===== config.mk =====
export PLATFORM = sky130hd
export DESIGN_NAME = swctl_serial_top
export DESIGN_NICKNAME = d
export VERILOG_FILES = /design/src/rtl/swctl_pkg.sv /design/src/rtl/swctl_rst_sync.sv /design/src/rtl/swctl_pin_sync.sv /design/src/rtl/swctl_shift_latch.sv /design/src/rtl/swctl_serial_top.sv
export SDC_FILE = /design/constraint.sdc
export NUM_CORES = 1
export LEC_CHECK = 0
export ABC_AREA = 1
export CORE_UTILIZATION = 51
export DETAILED_ROUTE_END_ITERATION = 8
export PLACE_DENSITY = 0.81
export SYNTH_ARGS = -nofsm -noshare
export SYNTH_HDL_FRONTEND = slang
export SYNTH_SLANG_ARGS = --single-unit
export TNS_END_PERCENT = 10

===== constraint.sdc =====
create_clock -name clk -period 1.8 [get_ports clk]
set_clock_uncertainty 0.2 [all_clocks]
set_input_delay 0.27 -clock clk [delete_from_list [all_inputs] [get_ports clk]]
set_output_delay 0.27 -clock clk [all_outputs]
set_load 0.02 [all_outputs]

===== src/rtl/swctl_pkg.sv =====
`timescale 1ns/1ps
// Package: shared types and constants for the serial switch controller.
// Assumes nothing beyond being compiled first.
package swctl_pkg;

    // Bundle of the three serial port pins as seen by the synchronizer
    typedef struct packed {
        logic din;
        logic cs_n;
        logic sclk;
    } pins_t;

    localparam int unsigned PIN_W = $bits(pins_t);

    // Idle levels while in reset: clock low, select high, data low
    localparam pins_t PIN_IDLE = '{din: 1'b0, cs_n: 1'b1, sclk: 1'b0};

endpackage


===== src/rtl/swctl_rst_sync.sv =====
`timescale 1ns/1ps
// Reset synchronizer: assertion passes straight through (asynchronous),
// release is delayed by STAGES system clocks. Assumes STAGES >= 2.
module swctl_rst_sync #(
    parameter int STAGES = 2
) (
    input  logic clk,
    input  logic rst_n_i,
    output logic rst_n_o
);

    logic [STAGES-1:0] chain_q;

    // Shift ones in after release; clear at once on assertion
    always_ff @(posedge clk or negedge rst_n_i) begin
        if (!rst_n_i) begin
            chain_q <= '0;
        end else begin
            chain_q <= {chain_q[STAGES-2:0], 1'b1};
        end
    end

    assign rst_n_o = chain_q[STAGES-1];

endmodule


===== src/rtl/swctl_pin_sync.sv =====
`timescale 1ns/1ps
// Pin synchronizer and edge detector: brings WIDTH asynchronous pins into
// the clk domain through STAGES flops, then flags rising and falling edges
// one bit per pin. Assumes the pins hold each level for at least two
// clk periods, and that STAGES >= 2.
module swctl_pin_sync #(
    parameter int               WIDTH   = 3,
    parameter int               STAGES  = 2,
    parameter logic [WIDTH-1:0] RST_VAL = '0
) (
    input  logic             clk,
    input  logic             rst_n,
    input  logic [WIDTH-1:0] pin_i,
    output logic [WIDTH-1:0] lvl_o,
    output logic [WIDTH-1:0] rise_o,
    output logic [WIDTH-1:0] fall_o
);

    logic [STAGES-1:0][WIDTH-1:0] stage_q;
    logic [WIDTH-1:0]             prev_q;

    // Synchronizer chain plus one extra flop for edge detection
    always_ff @(posedge clk or negedge rst_n) begin
        if (!rst_n) begin
            stage_q <= {STAGES{RST_VAL}};
            prev_q  <= RST_VAL;
        end else begin
            stage_q <= {stage_q[STAGES-2:0], pin_i};
            prev_q  <= stage_q[STAGES-1];
        end
    end

    assign lvl_o = stage_q[STAGES-1];

    // Per-pin edge flags
    for (genvar b = 0; b < WIDTH; b++) begin : g_edge
        assign rise_o[b] =  lvl_o[b] & ~prev_q[b];
        assign fall_o[b] = ~lvl_o[b] &  prev_q[b];
    end

endmodule


===== src/rtl/swctl_shift_latch.sv =====
`timescale 1ns/1ps
// Shift register, echo flop and output latch. Works on synchronized edge
// flags. It shifts on clock rise while the select is low, echoes the MSB on
// clock fall while the select is low, and loads the latch on select rise.
// Edges in the first cycle after reset release are ignored.
module swctl_shift_latch #(
    parameter int NUM_SW = 8
) (
    input  logic              clk,
    input  logic              rst_n,
    input  logic              sclk_rise,
    input  logic              sclk_fall,
    input  logic              cs_rise,
    input  logic              cs_low,
    input  logic              din,
    output logic [NUM_SW-1:0] shift_q,
    output logic              dout_q,
    output logic [NUM_SW-1:0] latch_q
);

    localparam int MSB = NUM_SW - 1;

    logic armed_q;
    logic shift_en;
    logic echo_en;
    logic load_en;

    // Arm the port one cycle after reset release
    always_ff @(posedge clk or negedge rst_n) begin
        if (!rst_n) armed_q <= 1'b0;
        else        armed_q <= 1'b1;
    end

    assign shift_en = armed_q & cs_low & sclk_rise;
    assign echo_en  = armed_q & cs_low & sclk_fall;
    assign load_en  = armed_q & cs_rise;

    // Serial shift toward the MSB
    always_ff @(posedge clk or negedge rst_n) begin
        if (!rst_n)        shift_q <= '0;
        else if (shift_en) shift_q <= {shift_q[MSB-1:0], din};
    end

    // Echo of the MSB, updated on falling serial clock
    always_ff @(posedge clk or negedge rst_n) begin
        if (!rst_n)       dout_q <= 1'b0;
        else if (echo_en) dout_q <= shift_q[MSB];
    end

    // Switch latch, loaded on select release
    always_ff @(posedge clk or negedge rst_n) begin
        if (!rst_n)       latch_q <= '0;
        else if (load_en) latch_q <= shift_q;
    end

endmodule


===== src/rtl/swctl_serial_top.sv =====
`timescale 1ns/1ps
// Serial-loaded latched switch controller top level. Synchronizes the
// reset release and the three port pins to clk, then drives the shift and
// latch core. Assumes clk is at least four times the serial clock rate.
module swctl_serial_top
    import swctl_pkg::*;
#(
    parameter int NUM_SW      = 8,
    parameter int SYNC_STAGES = 2
) (
    input  logic              clk,
    input  logic              rst_n,
    input  logic              sclk_i,
    input  logic              cs_n_i,
    input  logic              din_i,
    output logic              dout_o,
    output logic [NUM_SW-1:0] sw_en_o
);

    logic        rst_sync_n;
    pins_t       pins_raw;
    pins_t       pins_lvl;
    pins_t       pins_rise;
    pins_t       pins_fall;
    logic        sclk_rise;
    logic        sclk_fall;
    logic        cs_rise;
    logic        cs_low;
    logic        din_lvl;
    logic [NUM_SW-1:0] shift_q;

    swctl_rst_sync #(.STAGES(SYNC_STAGES)) rst_sync_i (
        .clk     (clk),
        .rst_n_i (rst_n),
        .rst_n_o (rst_sync_n)
    );

    assign pins_raw = '{din: din_i, cs_n: cs_n_i, sclk: sclk_i};

    swctl_pin_sync #(
        .WIDTH   (PIN_W),
        .STAGES  (SYNC_STAGES),
        .RST_VAL (PIN_IDLE)
    ) pin_sync_i (
        .clk    (clk),
        .rst_n  (rst_sync_n),
        .pin_i  (pins_raw),
        .lvl_o  (pins_lvl),
        .rise_o (pins_rise),
        .fall_o (pins_fall)
    );

    assign sclk_rise = pins_rise.sclk;
    assign sclk_fall = pins_fall.sclk;
    assign cs_rise   = pins_rise.cs_n;
    assign cs_low    = ~pins_lvl.cs_n;
    assign din_lvl   = pins_lvl.din;

    swctl_shift_latch #(.NUM_SW(NUM_SW)) core_i (
        .clk       (clk),
        .rst_n     (rst_sync_n),
        .sclk_rise (sclk_rise),
        .sclk_fall (sclk_fall),
        .cs_rise   (cs_rise),
        .cs_low    (cs_low),
        .din       (din_lvl),
        .shift_q   (shift_q),
        .dout_q    (dout_o),
        .latch_q   (sw_en_o)
    );

endmodule


## After elaboration in Yosys (flattened, before gate mapping)

Cells that the tools add are included.

- Register bits after elaboration: 28
- Input port bits: 5
- Word-level logic and storage cells: 19

- Bitwise gates (word level): 11

Operator list:

| cell | count |
|---|---|
| 1-bit bitwise AND | 7 |
| 1-bit NOT | 4 |

## Logic depth before layout (Yosys ltp)

Gate-level depths: netlist of the first run.

- Depth in word-level cells: 3
- Gate-level depth with buffers: 6

## Modules after synthesis

From an unflattened synthesis of the first run, not the netlist that was laid out.

- Cells, all modules: 106
- Area, all modules: 1078.5 µm²

Modules (own cells, without submodules):

| module | times used | cells each | area each (µm²) |
|---|---|---|---|
| swctl_shift_latch | 1 | 78 | 724.4 |
| swctl_pin_sync | 1 | 24 | 296.5 |
| swctl_rst_sync | 1 | 3 | 53.8 |
| swctl_serial_top | 1 | 1 | 3.8 |

## Least setup slack after synthesis of the first run

OpenSTA, ideal clock, no wires.

- Kind: reg2reg
- Start point: reg pin_sync_i.stage_q, in the netlist pin_sync_i.lvl_o[1]
- End point: reg core_i.latch_q[0]
- Data arrival time: 933 ps
- Data required time: 1482 ps
- Slack: 549 ps
- Stages on the path, launching flop included: 5
- Path buffers: 1
- Clock period less this slack: 1251 ps
- Path through: dfstp_2 > nand3_4 > buf_6 > nand2_1 > o21ai_2

- Longest elaborated chain between the ends: 2

RTL lines:

| element | line | RTL |
|---|---|---|
| from (decl) | swctl_pin_sync.sv:19 | `logic [STAGES-1:0][WIDTH-1:0] stage_q;` |
| from (signal assigned) | swctl_pin_sync.sv:25 | `stage_q <= {STAGES{RST_VAL}};` |
| from (signal assigned) | swctl_pin_sync.sv:28 | `stage_q <= {stage_q[STAGES-2:0], pin_i};` |
| 1-bit bitwise AND | swctl_pin_sync.sv:37 | `assign rise_o[b] = lvl_o[b] & ~prev_q[b];` |
| 1-bit bitwise AND | swctl_shift_latch.sv:36 | `assign load_en = armed_q & cs_rise;` |
| to (signal assigned) | swctl_shift_latch.sv:53 | `else if (load_en) latch_q <= shift_q;` |
| to (decl) | swctl_shift_latch.sv:18 | `output logic [NUM_SW-1:0] latch_q` |

Every way passes these cells.
A chain may end at the register's enable or synchronous reset.

## Worst setup path in the final report of the first run

- Start point: reg core_i.latch_q[2]
- End point: out sw_en_o[2]

RTL lines:

| element | line | RTL |
|---|---|---|
| to (decl) | swctl_serial_top.sv:17 | `output logic [NUM_SW-1:0] sw_en_o` |

No word-level cell between the ends.

==> results of run 1 <==
## how the worst max path moves through the flow
stage          slack (ps)                           from                            end
2_1_floorplan         550  pin_sync_i.lvl_o[1]$_DFF_PN1_  core_i.latch_q[0]$_DFFE_PN0P_
3_3_place_gp          410      core_i.dout_q$_DFFE_PN0P_                         dout_o
3_5_place_dp          390  core_i.latch_q[2]$_DFFE_PN0P_                     sw_en_o[2]
4_1_cts                 5  core_i.latch_q[2]$_DFFE_PN0P_                     sw_en_o[2]
5_1_grt               340      core_i.dout_q$_DFFE_PN0P_                         dout_o
6_report              390  core_i.latch_q[2]$_DFFE_PN0P_                     sw_en_o[2]
## layer usage
metal | GRT usage [%] | routed length (um) | vias up | part of all wire (%)
met5 | 0 | 0 | - | 0
li1 | - | - | 315 | -
met2 | 23.3 | 656 | 14 | 48
met3 | 6.92 | 74 | 4 | 5.5
met1 | 18.3 | 592 | 303 | 44
met4 | 8.57 | 33 | 0 | 2.4
## repair_timing
action | 4_1_cts | 5_1_grt
endpoints found under the hold margin | 2 | 0
hold buffers | 1 | 0
gates resized for setup | 0 | 9
endpoints found under the setup margin | 0 | 9
## Yosys cell counts
master,number
sky130_fd_sc_hd__buf_6,2
sky130_fd_sc_hd__conb_1,1
sky130_fd_sc_hd__dfrtp_1,25
sky130_fd_sc_hd__dfstp_2,3
sky130_fd_sc_hd__inv_1,11
sky130_fd_sc_hd__inv_2,1
sky130_fd_sc_hd__nand2_1,27
sky130_fd_sc_hd__nand2_2,1
sky130_fd_sc_hd__nand3_1,9
sky130_fd_sc_hd__nand3_4,1
sky130_fd_sc_hd__nor2_1,1
sky130_fd_sc_hd__nor2_4,2
sky130_fd_sc_hd__o21ai_2,8
## power by group through the flow
stage / logic [W] / registers (W) / clock network (W)
2_1_floorplan: 0.0000842 / 0.000780 / 0
3_5_place_dp: 0.000195 / 0.000749 / 0
6_report: 0.000188 / 0.000735 / 0.000401
4_1_cts: 0.000197 / 0.000737 / 0.000413
3_3_place_gp: 0.000190 / 0.000744 / 0
5_1_grt: 0.000211 / 0.000744 / 0.000439
## flip-flops by register name, indices dropped and copies added, names as in the netlist
name / flops
core_i.dout_q: 1
core_i.latch_q: 8
pin_sync_i.stage_q: 3
core_i.shift_q: 8
rst_sync_i.chain_q: 2
pin_sync_i.lvl_o: 3
core_i.armed_q: 1
pin_sync_i.prev_q: 2
## final cells by class
| type | instances | area share, % |
|---|---|---|
| Sequential cell | 28 | 54.8 |
| Inverter | 12 | 3.51 |
| Clock inverter | 1 | 2.34 |
| Clock buffer | 3 | 1.75 |
| Tap cell | 25 | 2.43 |
| Timing Repair Buffer | 16 | 13.8 |
| Multi-Input combinational cell | 51 | 21.3 |
## stage by stage
step,area (um^2),util (%),setup slack (ps),hold slack (ps),cells
after floorplan,1050,-,549,-226,93
after global placement,1200,65.9,405,11.3,131
after detailed placement,1200,65.9,387,17.4,131
after CTS,1260,69.3,5.41,28.7,136
after global routing,1280,70.6,339,41.5,136
final,1280,70.6,392,22.4,136
## logic make-up after synthesis
family	share of synthesized area, %
simple gates	18.8
other cells	0.360
compound gates	6.72
flops	67.6
buf+inv	6.48
==> impl.org, run 1 <==
** Worst setup path
- Standard cell with the maximum stage delay on the critical path :: sky130_fd_sc_hd__dfrtp_1
- Critical path start-end classification :: register to output pin
- Data on the critical path is required at its endpoint by roughly 1300 ps.
- Buffers and inverters on the worst path :: 1
- Walking the worst path, the cells encountered are dlymetal6s2s_1.
- Cell depth of the worst setup path :: 1
- For flop-to-flop paths, the worst setup slack is 490 ps.
- Reg-to-reg critical path endpoint :: core_i.shift_q[3]$_DFFE_PN0P_
- Depth of the worst register-to-register path :: 5
- Startpoint of the lowest-slack register-to-register path :: core_i.armed_q$_DFF_PN0_
- STA classifies the critical path endpoint as an output pin.
- STA classifies the critical path startpoint as a register.
- Top delay family on crit path :: flip-flops
- Crit path arrival time :: 940 ps
- Slowest Stage Delay on Critical Path :: 400 ps
- Largest fanout on the critical path :: 2

** STA
- Based on the critical path, the design can be clocked at up to roughly 710 MHz.
- The final hold violation count came to 0.
- Final critical-path share of the clock period :: between 70% and 80%
- Number of setup violations in the final report :: 0
- The worst path in the final design needs a cycle of between 1000 and 1500 ps, including I/O delays and setup.
- The final-report max-slew violation count came to 0.
- In the final timing run, aggregate negative setup slack is 0 ps.
- RSZ-0062 raised after global routing :: false

** Clock network
- CTS saw 28 sinks.
- TritonCTS clock tree :: built
- Clock-pin slew was measured on the worst setup and hold paths at 140 ps.
- The later pin in the worst-skew pair is clocked with a latency of around 320 ps.
- CTS Buf Count :: 3
- CTS placed an instance of sky130_fd_sc_hd__clkbuf_4 at the clock tree root.
- CTS built an H-tree with a depth of 1.
- Post-CTS setup buffers :: 0
- The longest clock path from root to sink contains 2 buffers.

** Power and ir drop
- In this run the power spent charging and discharging nets is around 0.00032 W.
- Total internal power :: 0.00100 W
- Sequential power share :: 55.5%
- Total leakage power :: 0.756 nW
- The share of total power dissipated in the clock network is between 30% and 40%.
- Of the total power, combinational logic draws 14.2%.
- The worst-case IR drop observed on VDD is between 0.9 and 1 mV.
- After layout, the design draws a total of 0.00132 W.
- In this run switching power makes up 24.3% of total power.
- In this run the power density over the cells is 1030 nW/um^2.

** Global route
- Overall global routing resource usage :: 15.4%
- Via count of the first global-routing pass :: about 520
- Maximum number of pins on one net before global-route repair :: 17
- The first global-routing pass estimated 2210 um of wire.
- The initial antenna violation count came to 0.
- After global routing the overflow that remains totals 0.

** Die
- In this run the count of I/O pins placed on the die edge is 14.
- Initial core utilization :: between 50% and 60%
- Die height :: 47.2 um
- X dimension of the die :: 47.2 um
- The floorplan step defined a core boundary enclosing ~1800 um^2.
- Number of placement rows :: 15
- The die covers between 2000 and 2500 um^2.

** Logic synthesis
- Of the post-synthesis cell area, the dominant cell type holds around 60%.
- Synthesis Warnings :: 0
- Synthesized area per cell :: 11.3 um^2
- Leading area contributor after synthesis :: sky130_fd_sc_hd__dfrtp_1
- Sequential elements use slightly below 70% of the synthesized area.
- The synthesized netlist occupies a cell area of between 1000 and 1500 um^2.
- After synthesis, the cell types taking the most area are sky130_fd_sc_hd__dfrtp_1 (60%), sky130_fd_sc_hd__nand2_1 (9.7%), sky130_fd_sc_hd__dfstp_2 (7.6%).
- FF+latch count, synth :: 28
- Synthesis instantiated 13 different standard cells from the library.
- After technology mapping, the gate count stands at 92.

** Placed design
- Final weighted congestion in routability-driven placement :: 0.700
- Once detailed placement completed, the half-perimeter wirelength came to 1000 um.
- PortBufs :: 13

** Route
- Once detail routing completed, the nets flagged for antenna violations numbered 0.
- Via count :: roughly 640
- Dividing the detail-routed wire length by the instance count gives 9.96 um.
- Post-detailed-route via-to-cell ratio :: around 4.7
- In the routed design, unresolved DRC markers number 0.
- Detailed-router iteration count before antenna repair :: 4
- Initial drt markers :: 11
- Final WL :: 1360 um

** Layout
- Commonest cells after routing, fill and taps aside :: sky130_fd_sc_hd__nand2_1 (27), sky130_fd_sc_hd__dfrtp_1 (25), sky130_fd_sc_hd__inv_1 (11)
- In the final design database the tool counted 117 nets.
- Fraction of layout cells with a size suffix above 1 :: 19.8%
- Register area :: 704 um^2
- The repair_antennas step left the layout with diodes totalling 0.
- Area of combinational cells with multiple inputs :: 274 um^2
- Counting the fill cells in the layout gives 149.
- Leaving out fill and tap cells, the most frequent cell in the layout is sky130_fd_sc_hd__nand2_1.
- The area growth from synthesis to layout is 23.3%.

** Hold path
- Min-Delay Path Class :: register to asynchronous set/reset pin

** Status
- Result of the run :: finished, final reports clean

** Run
- The tool flagged a number of max-cap violations equal to 0.
Power figures use the tool's default switching activity.
==> inputs of run 2 (changes only) <==
clock period = 1.5 ns   (was 1.8 ns; I/O delays follow)
==> impl.org, run 2 (synthesis gave the netlist of run 1 again) <==
** Layout
- In the final layout, the share of cells above drive strength 1 is slightly below 20%.
- Area of combinational cells with multiple inputs :: 274 um^2
- FILL cells :: 133
- Final cell count without fillers :: 136
- 0 antenna diodes ended up in the layout.
- After the last flow step, the layout net total stands at 117.
- In the final layout, the registers with the most flip-flops are core_i.latch_q x8, core_i.shift_q x8.
- Register area :: roughly 700 um^2
- Commonest cells after routing, fill and taps aside :: sky130_fd_sc_hd__nand2_1 (27), sky130_fd_sc_hd__dfrtp_1 (25), sky130_fd_sc_hd__inv_1 (11)
- The library cell used most frequently in the layout, excluding fill and tap cells, is sky130_fd_sc_hd__nand2_1.
- Layout overhead on the synthesized area :: 20.8%

** Power and ir drop
- Power density of the placed cells :: 1250 nW/um^2
- Sum of internal, switching and leakage power :: 0.00158 W
- In this run the static leakage power is between 0.6 and 0.7 nW.
- VDD IR max :: 0.719 mV

** STA
- Highest achievable clock rate :: 688 MHz
- The routed design could run at a clock period as short as between 1000 and 1500 ps.
- The worst path meets setup with 45.7 ps of slack.
- Final critical-path share of the clock period :: a little over nine tenths
- RSZ-0062 raised after global routing :: false
- Fin. max-slew vios :: 0
- Number of setup violations in the final report :: 0
- Number of hold violations in the final report :: 0
- Final hold analysis gives a worst-case slack of 7.56 ps.
- Aggregate negative setup slack :: 0 ps

** Route
- The final layout contains routed wiring with a total length of 1360 um.
- In this run, the number of DRC markers left after iteration 0 of detailed routing was 12.
- After detailed routing, the number of remaining DRC violations is 0.
- After detailed routing, the number of vias per cell comes to 4.71.
- The detail route stage leaves a number of antenna-violating nets equal to 0.
- The final route contains 641 vias.
- The pre-antenna-repair detailed-routing pass consisted of 4 iterations.
- In the final routed layout, each cell accounts on average for 9.99 um.

** Global route
- The first global-routing pass estimated ~2200 um of wire.
- Entering global routing, the biggest net connects 17 pins.
- The via count of the first global-routing pass is 537.
- For this run, global-route usage on met3 was measured as 2.31%.
- In the global route stage, met1 resource usage came out at 18.4%.
- For met2 alone, demand over resource in global routing was 24.4%.
- Busiest layer in global routing :: met2
- Overall global routing resource usage :: 14.5%
- The total overflow left after global routing is 0.
- Number of antenna violations at the first check in global routing :: 0

** Clock network
- Sinks on the clock net :: 28
- The clock passes through at most 2 buffers.
- CTS Buf Count :: 3
- Clock-pin slew was measured on the worst setup and hold paths at 150 ps.
- Depth of the CTS H-tree :: 1
- TritonCTS clock tree :: built
- Clock Tree Root :: sky130_fd_sc_hd__clkbuf_4
- At the later pin of the worst-skew pair, clock insertion delay measures approximately 320 ps.

** Worst setup path
- The cell family contributing the most delay on the critical path is flip-flops.
- In this run the worst setup path begins at core_i.latch_q[7]$_DFFE_PN0P_.
- Startpoint Class :: register
- For the worst setup path, the data arrival time is 1030 ps.
- The endpoint identified for the worst register-to-register timing path is core_i.latch_q[6]$_DFFE_PN0P_.
- Flop-to-flop setup slack :: approximately 190 ps
- Depth of the worst register-to-register path :: 3
- Data required time at the worst endpoint :: 1070 ps
- Largest fanout on the critical path :: 2
- Counting both buffers and inverters, the worst setup path holds a total of 1.
- Critical path cell sequence :: dlygate4sd2_1
- Startpoint of the lowest-slack register-to-register path :: pin_sync_i.lvl_o[1]$_DFF_PN1_
- Critical path start-end classification :: register to output pin
- Slowest Stage Delay on Critical Path :: 400 ps
- Standard cell with the maximum stage delay on the critical path :: sky130_fd_sc_hd__dfrtp_1
- The worst setup path is captured at an output pin.

** Placed design
- Worst slack at placement :: between 100 and 150 ps
- Counting tap cells, the placed design contains a total of ~130 instances.
- The congestion estimate from routability-driven global placement came to 0.699.
- Detailed placer's ending HPWL :: around 1000 um
- PortBufs :: 13

** Die
- In this run the standard cell core region covers about 1800 um^2.
- Ports placed on the boundary :: 14
- The floorplan has 15 rows.
- Once the floorplan was initialized, standard cells occupied 57.3% of the core.
- X dimension of the die :: around 47 um
- Die Area :: 2230 um^2
- In this run the vertical extent of the chip is 47.2 um.

** Hold path
- The path class of the tightest hold or removal check is register to asynchronous set/reset pin.

** Status
- Result of the run :: finished, final reports clean

** Run
- MaxCap Viol Count :: 0
-- run 2: cell count changes in the layout (fill, tap and decap cells not counted) --
cell and change:
sky130_fd_sc_hd__clkdlybuf4s15_1 +6, sky130_fd_sc_hd__dlymetal6s2s_1 -9, sky130_fd_sc_hd__dlygate4sd2_1 +3
-- run 2: cell type report --
type | count | share of cell area [%]
inverters | 12 | 3.58
flip-flops and latches | 28 | 56.0
clock inverters | 1 | 2.39
multi-input cells | 51 | 21.8
repair buffers | 16 | 12.0
well taps | 25 | 2.49
clock buffers | 3 | 1.79
-- run 2: through the flow --
stage	util (%)	cell area [um^2]
floorplan	-	1050
global placement	65.9	1200
detailed placement	65.9	1200
CTS	68.7	1250
global route	69.1	1260
finish	69.1	1260
-- run 2: worst max-delay path by stage --
| stage | end | slack [ps] | cells after the start |
|---|---|---|---|
| floorplan | core_i.latch_q[0]$_DFFE_PN0P_ | 250 | 4 |
| global placement | dout_o | 150 | 1 |
| detailed placement | sw_en_o[2] | 130 | 1 |
| CTS | sw_en_o[2] | 6 | 1 |
| global route | sw_en_o[0] | 2 | 1 |
| finish | sw_en_o[7] | 50 | 1 |
-- run 2: per-layer routing --
| layer | vias to the layer above | wire length, um | part of all wire (%) |
|---|---|---|---|
| met5 | - | 0 | 0 |
| met4 | 0 | 12 | 0.88 |
| met3 | 2 | 43 | 3.2 |
| met2 | 13 | 648 | 48 |
| met1 | 307 | 654 | 48 |
| li1 | 319 | - | - |
-- run 2: timing repair --
action / 4_1_cts / 5_1_grt
gates resized for setup: 9 / 6
endpoints found under the hold margin: 2 / 0
buffers inserted: 0 / 0
hold buffers: 1 / 0
pin swaps: 0 / 0
setup endpoints to repair: 9 / 6
-- run 2: where the power goes --
group / switching [W] / internal [W] / total [W]
clock network: 0.000208 / 0.000270 / 0.000478
logic: 0.000127 / 0.0000897 / 0.000217
registers: 0.0000494 / 0.000834 / 0.000883
